## src/rtl/errfield_counter.sv

```systemverilog
module errfield_counter #(
  parameter int NFLAG   = 15,
  parameter int CNT_W   = 24,
  parameter int ADDR_W  = 8,
  parameter int LO_ADDR = 17
) (
  input  logic              clk,
  input  logic              rst,
  input  logic              field_end,
  input  logic [NFLAG-1:0]  err_flags,
  input  logic [NFLAG-1:0]  sens_mask,
  input  logic              mode_wr,
  input  logic [1:0]        mode_wdata,
  input  logic              rd_en,
  input  logic [ADDR_W-1:0] rd_addr,
  output logic [1:0]        mode_q,
  output logic [7:0]        cnt_lo,
  output logic [7:0]        cnt_mid,
  output logic [7:0]        cnt_hi
);
  localparam logic [1:0]        M_NORM = 2'b00;
  localparam logic [1:0]        M_ONCE = 2'b01;
  localparam logic [1:0]        M_RDCL = 2'b10;
  localparam logic [1:0]        M_HOLD = 2'b11;
  localparam logic [CNT_W-1:0]  CNT_MAX = {CNT_W{1'b1}};
  localparam logic [ADDR_W-1:0] A_LO = LO_ADDR[ADDR_W-1:0];

  logic [CNT_W-1:0] cnt_q;
  logic [23:0]      cnt_wide;
  logic             hit, rd_clr, force_zero;

  assign hit        = field_end && |(err_flags & sens_mask);
  assign rd_clr     = (mode_q == M_RDCL) && rd_en && (rd_addr == A_LO);
  assign force_zero = (mode_q == M_ONCE) || (mode_q == M_HOLD) || rd_clr;

  always_ff @(posedge clk) begin
    if (rst) begin
      mode_q <= M_NORM;
    end else if (mode_wr) begin
      mode_q <= mode_wdata;
    end else if (mode_q == M_ONCE) begin
      mode_q <= M_NORM;
    end
  end

  always_ff @(posedge clk) begin
    if (rst || force_zero) begin
      cnt_q <= '0;
    end else if (hit && cnt_q != CNT_MAX) begin
      cnt_q <= cnt_q + 1'b1;
    end
  end

  always_comb begin
    cnt_wide = '0;
    cnt_wide[CNT_W-1:0] = cnt_q;
  end

  assign cnt_lo  = cnt_wide[7:0];
  assign cnt_mid = cnt_wide[15:8];
  assign cnt_hi  = cnt_wide[23:16];
endmodule

```

## config.mk

```make
export PLATFORM = sky130hd
export DESIGN_NAME = errfield_counter
export DESIGN_NICKNAME = d
export VERILOG_FILES = /design/src/rtl/errfield_counter.sv
export SDC_FILE = /design/constraint.sdc
export NUM_CORES = 1
export LEC_CHECK = 0
export ABC_AREA = 1
export CORE_MARGIN = 2
export CORE_UTILIZATION = 30
export DETAILED_ROUTE_END_ITERATION = 7
export PLACE_DENSITY = 0.67
export RECOVER_POWER = 100
export SYNTH_ARGS = -nofsm -noshare
export SYNTH_HDL_FRONTEND = slang
export SYNTH_SLANG_ARGS = --single-unit
```

## constraint.sdc

```tcl
create_clock -name clk -period 1.95 [get_ports clk]
set_clock_uncertainty 0.15 [all_clocks]
set_input_delay 0.585 -clock clk [delete_from_list [all_inputs] [get_ports clk]]
set_output_delay 0.585 -clock clk [all_outputs]
set_load 0.05 [all_outputs]
```

==> metrics.md <==
| Metric | Value |
|---|---|
| Outcome | complete, no violations |
| DPL Wire Length | 4270 um |
| Top cells by area, synth | dfxtp_1, nand2_1, nor2_1, nand3_1, inv_1 |
| WHS Endpoint | mode_q[1] |
| Buffer and inverter count on the worst path | 2 |
| Critical Path AT | 1.10 ns |
| Later-pin clock latency in the skew report | 0.27 ns |
| Rows | 28 |
| Syn Area/Cell | 5.93 um^2 |
| Mapped Nets | 358 |
| Final #Nets | 447 |
| Total core area | 5960 um^2 |
| Hold path cells | 2 |
| Max-slew violation count | 0 |
| Vias in the first global route | 2141 |
| Placer congestion estimate | 0.853 |
| Die area | 6810 um^2 |
| Total Wirelength | 5310 um |
| Top-count cell post-synth | nand2_1 |
| CTS Hold Buffers Added | 0 |
| Share of cells above drive strength 1 | 0.173 |
| Clk sink count | 26 |
| Final hold viol count | 0 |
| Critical R2R Capture | cnt_q[18] |
| TritonRoute pass-1 iters | 4 |
| Starting DRT DRC Count | 82 |
| Worst hold start | mode_q[1] |
| Minimum clock period | 1.84 ns |
| All-Layer GR Usage | 0.165 |
| Synth cell types | 24 |
| Setup Total Neg Slack | 0 ns |
| Max_cap viols | 0 |
| Post-synthesis instance total | 312 |
| #FFs+latches synth | 26 |
| Overflow after GRT | 0 |
| Actual slew at the worst max-slew pin | 0.330 ns |
| Clock slew at reported path FFs | 0.10 ns |
| Area leader, netlist | dfxtp_1 |
| Final Non-Filler Cells | 475 |
| Reg2Reg Setup Slack | 0.14 ns |
| FFs w/ async S/R, synth | 0 |
| Critical path's largest stage delay | 0.36 ns |
| Startpoint Class | register |
| DRC viols | 0 |
| Sequential fraction of the synthesis area | 0.281 |
| Initial Utilization | 0.311 |
| Diode count | 0 |
| Number of flops mapped to enable cells by yosys | 0 |
| Pleak | 1.22 nW |
| Worst path slowest cell | dfxtp_1 |
| Fin crit share | 0.942 |
| Power per standard cell area | 420 nW/um^2 |
| Hold Slack | 0.353 ns |
| DRT antenna net count | 0 |
| Maximum VDD drop | 0.226 mV |
| I/O Pins | 71 |
| Crit path max-delay family | buffers and inverters |
| First-pass GRT wire length | 9090 um |
| Via-to-Cell Ratio | 4.67 |
| Largest net degree at the start of global routing | 19 |
| Yosys warns | 0 |
| CP Capture Type | output port |
| RSZ-0062 raised after global routing | yes |
| Syn Std Cell Area | 1850 um^2 |
| Die Span Y | 82.5 um |
| Post-synth top flop | dfxtp_1 |
| Fmax | 544 MHz |
| Chip width | 82.5 um |
| # placed instances | 471 |
| Initial antenna violation count | 0 |
| Area Overhead vs Synth | 59.7% |
| WL/cell | 11.2 um |
| WP data required | 1.21 ns |
| Reg2reg start | cnt_q[0] |
| Routed via count | 2217 |
| Fillers | 614 |
| Hold Path Class | register to register |
| Cts bufs inserted | 3 |
| Root Buffer | clkbuf_8 |
| Worst reg2reg path depth | 10 |
| Crit-path max FO | 5 |
| Final setup viols | 0 |
| CTS tree | built |
| CP Class | register to output port |
| Synth cell count leaders | nand2_1, nor2_1, inv_1 |
| Rel. slew slack | 0.780 |
| H-tree levels | 1 |
| Max Root-Sink Buffers | 2 |
| IO buf count | 70 |
| Yosys top cell area share | 0.281 |
| CP Cell Sequence | clkbuf_1 -> buf_12 |
## metrics by stage
stage	power, W	util	instance area (um^2)	setup WS, ns
after floorplan	0.000723	-	1860	0.0119
after global placement	0.000912	0.512	3050	-0.138
after detailed placement	0.000918	0.512	3050	-0.186
after CTS	0.00128	0.521	3100	0.0931
after global routing	0.00131	0.496	2960	-0.00584
final	0.00124	0.496	2960	0.113
## flip-flops by register name, indices dropped and copies added, names as in the netlist
signal,cells
mode_q,2
cnt_q,24
## layout make-up
cell class,count,area (um^2),area share
multi-input cells,249,1190,0.404
repair buffers,90,973,0.329
flip-flops and latches,26,523,0.177
well taps,75,93.8,0.0318
inverters,31,116,0.0394
clock buffers,4,55.1,0.0186
## cell families (layout without fill, tap and decap cells)
logic type / count (synthesis) / count (layout) / share of synthesized area
AO/OA/AOI/OAI: 25 / 25 / 0.0859
XOR/XNOR: 10 / 10 / 0.0473
adder cells (fa/ha/maj): 1 / 1 / 0.00676
buffers and inverters: 37 / 125 / 0.0838
flip-flops: 26 / 26 / 0.281
AND/OR/NAND/NOR: 213 / 213 / 0.495
## worst register-to-register path: stages, from the launching register on
cell     delay [ns]
dfxtp_2        0.40
ha_1           0.22
nand2_1        0.08
nor2_2         0.12
nand2_2        0.11
nor2_4         0.13
nand2_4        0.06
nand3_4        0.10
buf_12         0.16
nand2_2        0.06
a21oi_2        0.14
## per-layer routing
layer	vias up	routed length, um	GRT usage
li1	1161	-	-
met1	992	2320	0.201
met2	64	2580	0.308
met3	0	416	0.0315
met4	0	0	0.0197
met5	-	0	0
## power by group
group          internal (W)  switching, W
Clock              0.000181      0.000183
Combinational      0.000160      0.000155
Sequential         0.000546     0.0000182
Total              0.000886      0.000355
## worst max-delay path by stage
stage                      to  slack [ns]           from  depth (start not counted)
floorplan           cnt_q[10]        0.01       cnt_q[5]                          9
global placement     cnt_q[1]       -0.14   err_flags[5]                         10
detailed placement   cnt_q[3]       -0.19  err_flags[11]                         11
CTS                 cnt_q[20]        0.09       cnt_q[0]                         11
global route        cnt_q[20]      -0.006   err_flags[5]                         12
finish              cnt_hi[5]        0.11      cnt_q[21]                          2
## placed cells by master, fill, tap and decap left out, drive strengths merged
master	Yosys	final
dlygate4sd3	0	1
ha	1	1
nor3b	1	1
dlymetal6s2s	0	1
a21oi	19	19
inv	31	31
nor2	55	55
nand3	29	29
xor2	4	4
o21ai	6	6
dfxtp	26	26
nand4	5	5
xnor2	6	6
clkdlybuf4s50	0	42
nor3	6	6
nand2	116	116
buf	3	27
clkbuf	3	23
nand3b	1	1
## timing repair
action | 4_1_cts | 5_1_grt
setup endpoints to repair | 0 | 19
buffers inserted | 0 | 0
resized for setup | 0 | 11
Power figures use the tool's default switching activity.
